===== src/rtl/irq_ctrl_pkg.sv =====
package irq_ctrl_pkg;
  localparam int NGRP   = 3;
  localparam int OFS_W  = 3;
  localparam int GRP_W  = 2;
  localparam int ADDR_W = OFS_W + GRP_W;

  localparam logic [OFS_W-1:0] OFS_CAUSE = 3'd0;
  localparam logic [OFS_W-1:0] OFS_SET   = 3'd1;
  localparam logic [OFS_W-1:0] OFS_MSET  = 3'd2;
  localparam logic [OFS_W-1:0] OFS_MCLR  = 3'd3;
  localparam logic [OFS_W-1:0] OFS_MODE  = 3'd4;
  localparam logic [OFS_W-1:0] OFS_MVAL  = 3'd5;

  localparam logic [GRP_W-1:0] SUM_REGION = 2'd3;
  localparam logic [OFS_W-1:0] OFS_SUM    = 3'd0;
  localparam logic [OFS_W-1:0] OFS_SMASK  = 3'd1;
endpackage


===== src/rtl/irq_cause_group.sv =====
module irq_cause_group
  import irq_ctrl_pkg::*;
#(
  parameter int DW = 32
) (
  input  logic             clk_i,
  input  logic             rst_ni,
  input  logic             sel_i,
  input  logic             we_i,
  input  logic [OFS_W-1:0] ofs_i,
  input  logic [DW-1:0]    wdata_i,
  input  logic [DW-1:0]    evt_i,
  output logic [DW-1:0]    rdata_o,
  output logic             pend_o,
  output logic [DW-1:0]    cause_o,
  output logic [DW-1:0]    mask_o,
  output logic [DW-1:0]    mode_o
);
  logic [DW-1:0] cause_q, mask_q, mode_q;
  logic [DW-1:0] clr_bits, set_bits, mset_bits, mclr_bits;
  logic wr, rd;

  assign wr = sel_i & we_i;
  assign rd = sel_i & ~we_i;

  always_comb begin
    clr_bits  = '0;
    set_bits  = '0;
    mset_bits = '0;
    mclr_bits = '0;
    if (wr && ofs_i == OFS_CAUSE) clr_bits = wdata_i & ~mode_q;
    if (rd && ofs_i == OFS_CAUSE) clr_bits = mode_q;
    if (wr && ofs_i == OFS_SET)   set_bits  = wdata_i;
    if (wr && ofs_i == OFS_MSET)  mset_bits = wdata_i;
    if (wr && ofs_i == OFS_MCLR)  mclr_bits = wdata_i;
  end

  always_ff @(posedge clk_i or negedge rst_ni) begin
    if (!rst_ni) begin
      cause_q <= '0;
      mask_q  <= '1;
      mode_q  <= '0;
    end else begin
      // set sources dominate the clear
      cause_q <= (cause_q & ~clr_bits) | evt_i | set_bits;
      mask_q  <= (mask_q | mset_bits) & ~mclr_bits;
      if (wr && ofs_i == OFS_MODE) mode_q <= wdata_i;
    end
  end

  always_comb begin
    unique case (ofs_i)
      OFS_CAUSE: rdata_o = cause_q;
      OFS_MODE:  rdata_o = mode_q;
      OFS_MVAL:  rdata_o = mask_q;
      default:   rdata_o = '0;
    endcase
  end

  assign pend_o  = |(cause_q & ~mask_q);
  assign cause_o = cause_q;
  assign mask_o  = mask_q;
  assign mode_o  = mode_q;
endmodule


===== src/rtl/irq_summary.sv =====
module irq_summary
  import irq_ctrl_pkg::*;
#(
  parameter int DW = 32
) (
  input  logic            clk_i,
  input  logic            rst_ni,
  input  logic [NGRP-1:0] pend_i,
  input  logic            rd_sum_i,
  input  logic            wr_smask_i,
  input  logic [DW-1:0]   wdata_i,
  output logic [NGRP-1:0] sum_o,
  output logic [DW-1:0]   smask_o,
  output logic            irq_o
);
  logic [NGRP-1:0] sum_q;
  logic [DW-1:0]   smask_q;

  always_ff @(posedge clk_i or negedge rst_ni) begin
    if (!rst_ni) begin
      sum_q   <= '0;
      smask_q <= '1;
    end else begin
      sum_q <= (rd_sum_i ? '0 : sum_q) | pend_i;
      if (wr_smask_i) smask_q <= wdata_i;
    end
  end

  assign sum_o   = sum_q;
  assign smask_o = smask_q;
  assign irq_o   = |(sum_q & ~smask_q[NGRP-1:0]);
endmodule


===== src/rtl/irq_cause_ctrl.sv =====
module irq_cause_ctrl
  import irq_ctrl_pkg::*;
#(
  parameter int DW = 32
) (
  input  logic              clk_i,
  input  logic              rst_ni,
  input  logic              req_i,
  input  logic              we_i,
  input  logic [ADDR_W-1:0] addr_i,
  input  logic [DW-1:0]     wdata_i,
  output logic [DW-1:0]     rdata_o,
  input  logic [DW-1:0]     rx_evt_i,
  input  logic [DW-1:0]     tx_evt_i,
  input  logic [DW-1:0]     misc_evt_i,
  output logic              irq_o
);
  logic [GRP_W-1:0] region;
  logic [OFS_W-1:0] ofs;
  logic [NGRP-1:0][DW-1:0] grp_evt, grp_rdata, grp_cause, grp_mask, grp_mode;
  logic [NGRP-1:0] grp_sel, grp_pend, sum_bits;
  logic [DW-1:0] smask;
  logic sum_sel, rd_sum, wr_smask;

  assign region = addr_i[ADDR_W-1:OFS_W];
  assign ofs    = addr_i[OFS_W-1:0];
  assign grp_evt[0] = rx_evt_i;
  assign grp_evt[1] = tx_evt_i;
  assign grp_evt[2] = misc_evt_i;

  for (genvar g = 0; g < NGRP; g++) begin : g_grp
    assign grp_sel[g] = req_i && (region == GRP_W'(g));
    irq_cause_group #(.DW(DW)) i_grp (
      .clk_i   (clk_i),
      .rst_ni  (rst_ni),
      .sel_i   (grp_sel[g]),
      .we_i    (we_i),
      .ofs_i   (ofs),
      .wdata_i (wdata_i),
      .evt_i   (grp_evt[g]),
      .rdata_o (grp_rdata[g]),
      .pend_o  (grp_pend[g]),
      .cause_o (grp_cause[g]),
      .mask_o  (grp_mask[g]),
      .mode_o  (grp_mode[g])
    );
  end

  assign sum_sel  = req_i && (region == SUM_REGION);
  assign rd_sum   = sum_sel && !we_i && (ofs == OFS_SUM);
  assign wr_smask = sum_sel && we_i && (ofs == OFS_SMASK);

  irq_summary #(.DW(DW)) i_sum (
    .clk_i      (clk_i),
    .rst_ni     (rst_ni),
    .pend_i     (grp_pend),
    .rd_sum_i   (rd_sum),
    .wr_smask_i (wr_smask),
    .wdata_i    (wdata_i),
    .sum_o      (sum_bits),
    .smask_o    (smask),
    .irq_o      (irq_o)
  );

  always_comb begin
    rdata_o = '0;
    for (int g = 0; g < NGRP; g++)
      if (grp_sel[g]) rdata_o = grp_rdata[g];
    if (sum_sel) begin
      if (ofs == OFS_SUM)   rdata_o = DW'(sum_bits);
      if (ofs == OFS_SMASK) rdata_o = smask;
    end
  end
endmodule


===== config.mk =====
export PLATFORM = sky130hd
export DESIGN_NAME = irq_cause_ctrl
export DESIGN_NICKNAME = d
export VERILOG_FILES = /design/src/rtl/irq_ctrl_pkg.sv /design/src/rtl/irq_cause_group.sv /design/src/rtl/irq_summary.sv /design/src/rtl/irq_cause_ctrl.sv
export SDC_FILE = /design/constraint.sdc
export NUM_CORES = 1
export LEC_CHECK = 0
export BUFFER_PORTS_ARGS = -buffer_cell sky130_fd_sc_hd__clkbuf_2
export CAP_MARGIN = 20
export CORE_AREA = 5 5 210 151
export CTS_BUF_LIST = sky130_fd_sc_hd__clkbuf_8
export DETAILED_ROUTE_END_ITERATION = 8
export DIE_AREA = 0 0 215 156
export PLACE_DENSITY = 0.82
export SYNTH_ARGS = -nofsm -noshare
export SYNTH_HDL_FRONTEND = slang
export SYNTH_SLANG_ARGS = --single-unit

===== constraint.sdc =====
create_clock -name clk_i -period 5.05 [get_ports clk_i]
set_input_delay 0.505 -clock clk_i [delete_from_list [all_inputs] [get_ports clk_i]]
set_output_delay 0.505 -clock clk_i [all_outputs]
set_load 0.005 [all_outputs]

* Word level (Yosys, flattened, before mapping)
Index checks and enable logic that the tools add are counted.
** Storage, ports and cells
- Register bits :: 323
- Input bits :: 137
** Cells by class
- Equal/unequal tests :: 8
- Mux-type cells :: 25
- Bitwise logic cells :: 43
- Reduce and logical (&&, ||, !) cells :: 33
** Operators by type and width (number)
- 32-bit 2-to-1 mux :: 21
- 32-bit bitwise AND :: 12
- 32-bit inverter :: 12
- 32-bit OR :: 9
- 32-bit one-hot mux with 3 select lines :: 3
- 32-bit OR reduction :: 3
- 1-bit logical AND :: 26
- 1-bit bitwise AND :: 6
- 3-bit by 2-bit equality test with 1-bit output, second input constant :: 2
- 3-bit equality test, second input constant :: 2
- 2-bit equality test, second input constant :: 2
- 3-bit bitwise AND :: 1
- 3-bit by 1-bit equality test with 1-bit output, second input constant :: 1
- 3-bit logical NOT :: 1
- 3-bit 2-to-1 mux :: 1
- 3-bit inverter :: 1
- 3-bit OR :: 1
- 3-bit OR reduction :: 1
- 2-bit by 1-bit equality test with 1-bit output, second input constant :: 1
- 2-bit logical NOT :: 1
- 1-bit logical NOT :: 1
- 1-bit inverter :: 1

* Depth between registers and ports, before layout
- Word-level depth :: 10
- Mapped depth :: 9

* Modules after synthesis
Synthesis repeated with hierarchy kept, for this count alone.
** Second synthesis, totals
- Cells, all modules :: 1857
- Area total of the unflattened synthesis :: 18844.3 µm²
** By module, submodules not included
- irq_cause_group :: instances 3, cells an instance 549, area an instance 5410.2 µm², seq. area each 2442.3 µm²
- irq_summary :: instances 1, cells an instance 79, area an instance 1508.9 µm², seq. area each 915.9 µm²
- irq_cause_ctrl :: instances 1, cells an instance 131, area an instance 1104.8 µm², seq. area each 0.0 µm²

* Least setup slack after synthesis
Ideal clock, no wire load.
- Kind :: input -> output
- Start point :: input port addr_i[0]
- End point :: output port rdata_o[22]
- Data arrival time :: 2.109 ns
- Data required time :: 4.545 ns
- Setup slack :: 2.436 ns
- Stages :: 8
- Buffers on the path :: 4
- Path through :: buf_2 -> clkbuf_1 -> a21o_1 -> a21oi_1 -> clkbuf_1 -> clkbuf_1 -> a22oi_1 -> a311oi_1
** Between the ends
- Word-level cells in the longest chain between the ends :: 8
** RTL lines
- start, declared :: line irq_cause_ctrl.sv:10 : input logic [ADDR_W-1:0] addr_i,
- 3-bit equality test or 3-bit logical NOT (tied branches) :: line irq_cause_group.sv:52, irq_cause_ctrl.sv:70
- 32-bit one-hot mux with 3 select lines :: line irq_cause_group.sv:52 : unique case (ofs_i)
- 32-bit 2-to-1 mux (3 in a row) :: line irq_cause_ctrl.sv:68 : if (grp_sel[g]) rdata_o = grp_rdata[g];
- 32-bit 2-to-1 mux :: line irq_cause_ctrl.sv:70 : if (ofs == OFS_SUM) rdata_o = DW'(sum_bits);
- 32-bit 2-to-1 mux :: line irq_cause_ctrl.sv:71 : if (ofs == OFS_SMASK) rdata_o = smask;
- 32-bit 2-to-1 mux (*) :: line irq_cause_ctrl.sv:69 : if (sum_sel) begin
- end, declared :: line irq_cause_ctrl.sv:12 : output logic [DW-1:0] rdata_o,
Mark *: on every way between the ends. The rest lies on a longest branch, timed or not.

* Worst setup path after layout
- Start point :: input port addr_i[1]
- End point :: output port rdata_o[8]
Same word-level chain as after synthesis.

==> results.sh <==
export IMPL_core_area_mm2=0.02951
export IMPL_met3_usage_pct=15.03
export IMPL_min_path_cells=2
export IMPL_grt_busiest_layer="met2"
export IMPL_syn_nets=1950
export IMPL_status="finished clean"
export IMPL_met1_usage_pct=51.74
export IMPL_synthToLayoutAreaGrowth_pct=12.70
export IMPL_cts_made_buffers=52
export IMPL_vias_per_cell=7.023
export IMPL_start_util_pct=60.17
export IMPL_syn_cell_area_mm2=0.01775
export IMPL_cts_root_buf="clkbuf_8"
export IMPL_grt_max_degree=118
export IMPL_die_h_um=156
export IMPL_power_leakage_uw=0.008850
export IMPL_pwr_share_clk_pct=35.8
export IMPL_period_share_pct=76.85
export IMPL_cap_violations=0
export IMPL_worstSetupPathType="input pin to output port"
export IMPL_crit_path_start="addr_i[1]"
export IMPL_ys_async_sr_fraction_pct=100.0
export IMPL_timing_fmax_mhz=257.7
export IMPL_r2r_start="g_grp[2].i_grp.mask_o[11]$_DFF_PN1_"
export IMPL_drt_wl_total_um=65490
export IMPL_final_common_cell="a21oi_1"
export IMPL_synth_distinct_cells=49
export IMPL_ys_ff_latch=323
export IMPL_grt_overflow=0
export IMPL_cts_tree="done"
export IMPL_io_pins=170
export IMPL_ys_top_cells_by_area="dfrtp_1 27%, dfstp_2 19%, a21oi_1 9.9%"
export IMPL_dr_pass1_iters=6
export IMPL_hold_viol=0
export IMPL_gp_congestion=1.016
export IMPL_final_util_pct=67.81
export IMPL_switching_share_pct=29.99
export IMPL_worst_slack_ns=1.169
export IMPL_grt_pass1_vias=15850
export IMPL_num_antenna_cells=0
export IMPL_rsz0062_at_grt="no"
export IMPL_power_density_mw_per_mm2=345.6
export IMPL_synth_avg_cell_area_um2=9.793
export IMPL_cts_resized_gates=0
export IMPL_worst_r2r_path_depth=4
export IMPL_grt_pass1_wl_um=98350
export IMPL_nFillCells=2304
export IMPL_cts_path_max_buffers=3
export IMPL_grt_usage_pct=37.95
export IMPL_seqPwrFrac_pct=47.5
export IMPL_cts_sinks=323
export IMPL_grt_antenna_before_repair=3
export IMPL_port_buffer_count=169
export IMPL_grt_use_met2_pct=53.91
export IMPL_intPower_uw=4841
export IMPL_reg2reg_slack_ns=3.06
export IMPL_synth_edf_count=0
export IMPL_slew_viol_final=0
export IMPL_finalSetupViolCount=0
export IMPL_yosys_warnings=0
export IMPL_synth_main_ff_cell="dfrtp_1"
export IMPL_drt_iter0_drc=2318
export IMPL_min_period_ns=3.881
export IMPL_htree_levels=2
export IMPL_synth_top_area_share_pct=27.48
export IMPL_vias=16370
export IMPL_fin_skew_ns=0.03087
export IMPL_dp_hpwl_um=43630
export IMPL_yosysSeqAreaShare_pct=46.43
export IMPL_setup_tns_final_ns=0
export IMPL_p_sw_uw=2074
export IMPL_min_path_type="input pin to flip-flop"
export IMPL_postRouteAntennaNets=0
export IMPL_cts_clk_slew_worst_paths_ns=0.07
export IMPL_crit_fanout=44
export IMPL_min_delay_start="tx_evt_i[2]"
export IMPL_ir_drop_uv=240.4
export IMPL_place_ws_ns=1.416
export IMPL_critPathRequiredTime_ns=4.55
export IMPL_die_width_um=215
export IMPL_max_slew_margin_pct=28.79
export IMPL_post_cts_buffers=0
export IMPL_drc_errors=0
export IMPL_die_area_mm2=0.03354
export IMPL_crit_arrival_ns=3.38
export IMPL_drive_gt1_share_pct=30.88
export IMPL_layout_nets=2039
export IMPL_p_comb_share_pct=16.7
export IMPL_rows=53
export IMPL_synthesis_instances=1813
export IMPL_worst_pin_slew_ns=1.062
export IMPL_cp_end_kind="output port"
export IMPL_wl_per_cell_um=28.09
export IMPL_synth_top_area_cell="dfrtp_1"
export IMPL_clock_latency_ns=0.63
export IMPL_cp_start_kind="input pin"
export IMPL_mostFrequentLayoutCells="350 x a21oi_1, 195 x dfrtp_1, 166 x clkbuf_2"
## power groups by stage
stage	Combinational, µW	Sequential (µW)	Clock, µW
after floorplan	732	3210	0
after global placement	1080	3290	0
after detailed placement	1110	3310	0
after CTS	1120	3270	2490
after global routing	1240	3320	2610
final	1150	3290	2480
## cells by family after synthesis
group	count (synthesis)	synth area share, %
and+or+nand+nor	286	8.034
DFF	323	46.43
buffers and inverters	247	5.398
muxes	253	15.57
AOI/OAI and AO/OA	704	24.57
## metal layers
metal | up-vias | share of wire, %
met2 | 1269 | 42
met5 | - | 0.040
met1 | 7965 | 38
met3 | 247 | 16
met4 | 4 | 5.1
li1 | 6886 | -
## metrics by stage
stage	instance area, µm²	instances	power (µW)	hold slack [ns]
after floorplan	17750	1813	3940	0.2094
after global placement	18820	2230	4364	0.5088
after detailed placement	18830	2231	4422	0.5187
after CTS	20000	2330	6882	0.05108
after global routing	20010	2331	7163	0.06734
final	20010	2331	6915	0.06160
## flip-flops by register name (all words and copies together), names as in the netlist
signal	count
g_grp.i_grp.cause_o	96
g_grp.i_grp.mode_o	96
i_sum.smask_o	32
g_grp.i_grp.mask_o	96
i_sum.sum_o	3
## area by class of cell
type | instances | area [µm²] | share of cell area [%]
Multi-Input combinational cell | 1243 | 8620 | 43.08
Clock buffer | 71 | 977.2 | 4.884
Tap cell | 385 | 481.7 | 2.407
Sequential cell | 323 | 8243 | 41.20
Inverter | 66 | 247.7 | 1.238
Timing Repair Buffer | 216 | 1262 | 6.309
Clock inverter | 27 | 177.7 | 0.8879
## Yosys cell counts (32+ instances only)
cell,count
inv_1,65
nand2_1,109
clkbuf_1,146
a21oi_1,351
a31oi_1,65
dfstp_2,128
a22oi_1,32
nand2b_1,69
a221o_1,64
o21ai_0,72
dfrtp_1,195
nor2_1,37
mux2i_1,95
mux2_2,155
## worst max-delay path: stages
cell	delay, ns
clkbuf_2	0.47
buf_4	0.42
nor3_4	0.19
buf_4	0.52
a221o_1	0.25
a22oi_1	0.09
a311oi_1	0.65
clkbuf_2	0.23
## path summary, 6_finish.rpt
check,to
setup / recovery,rdata_o[8]
max in group asynchronous,g_grp[2].i_grp.mode_o[7]$_DFFE_PN0P_
setup reg to reg,i_sum.sum_o[2]$_DFF_PN0_
hold reg to reg,g_grp[2].i_grp.mask_o[30]$_DFF_PN1_
min in group asynchronous,g_grp[1].i_grp.cause_o[7]$_DFF_PN0_
hold / removal,g_grp[1].i_grp.cause_o[2]$_DFF_PN0_
## repair_timing
item                                    CTS  global route
hold buffers                              1             0
hold endpoints to repair                 55             0
endpoints found under the setup margin    0             0
Note: power is estimated with default switching activity, not from simulation.
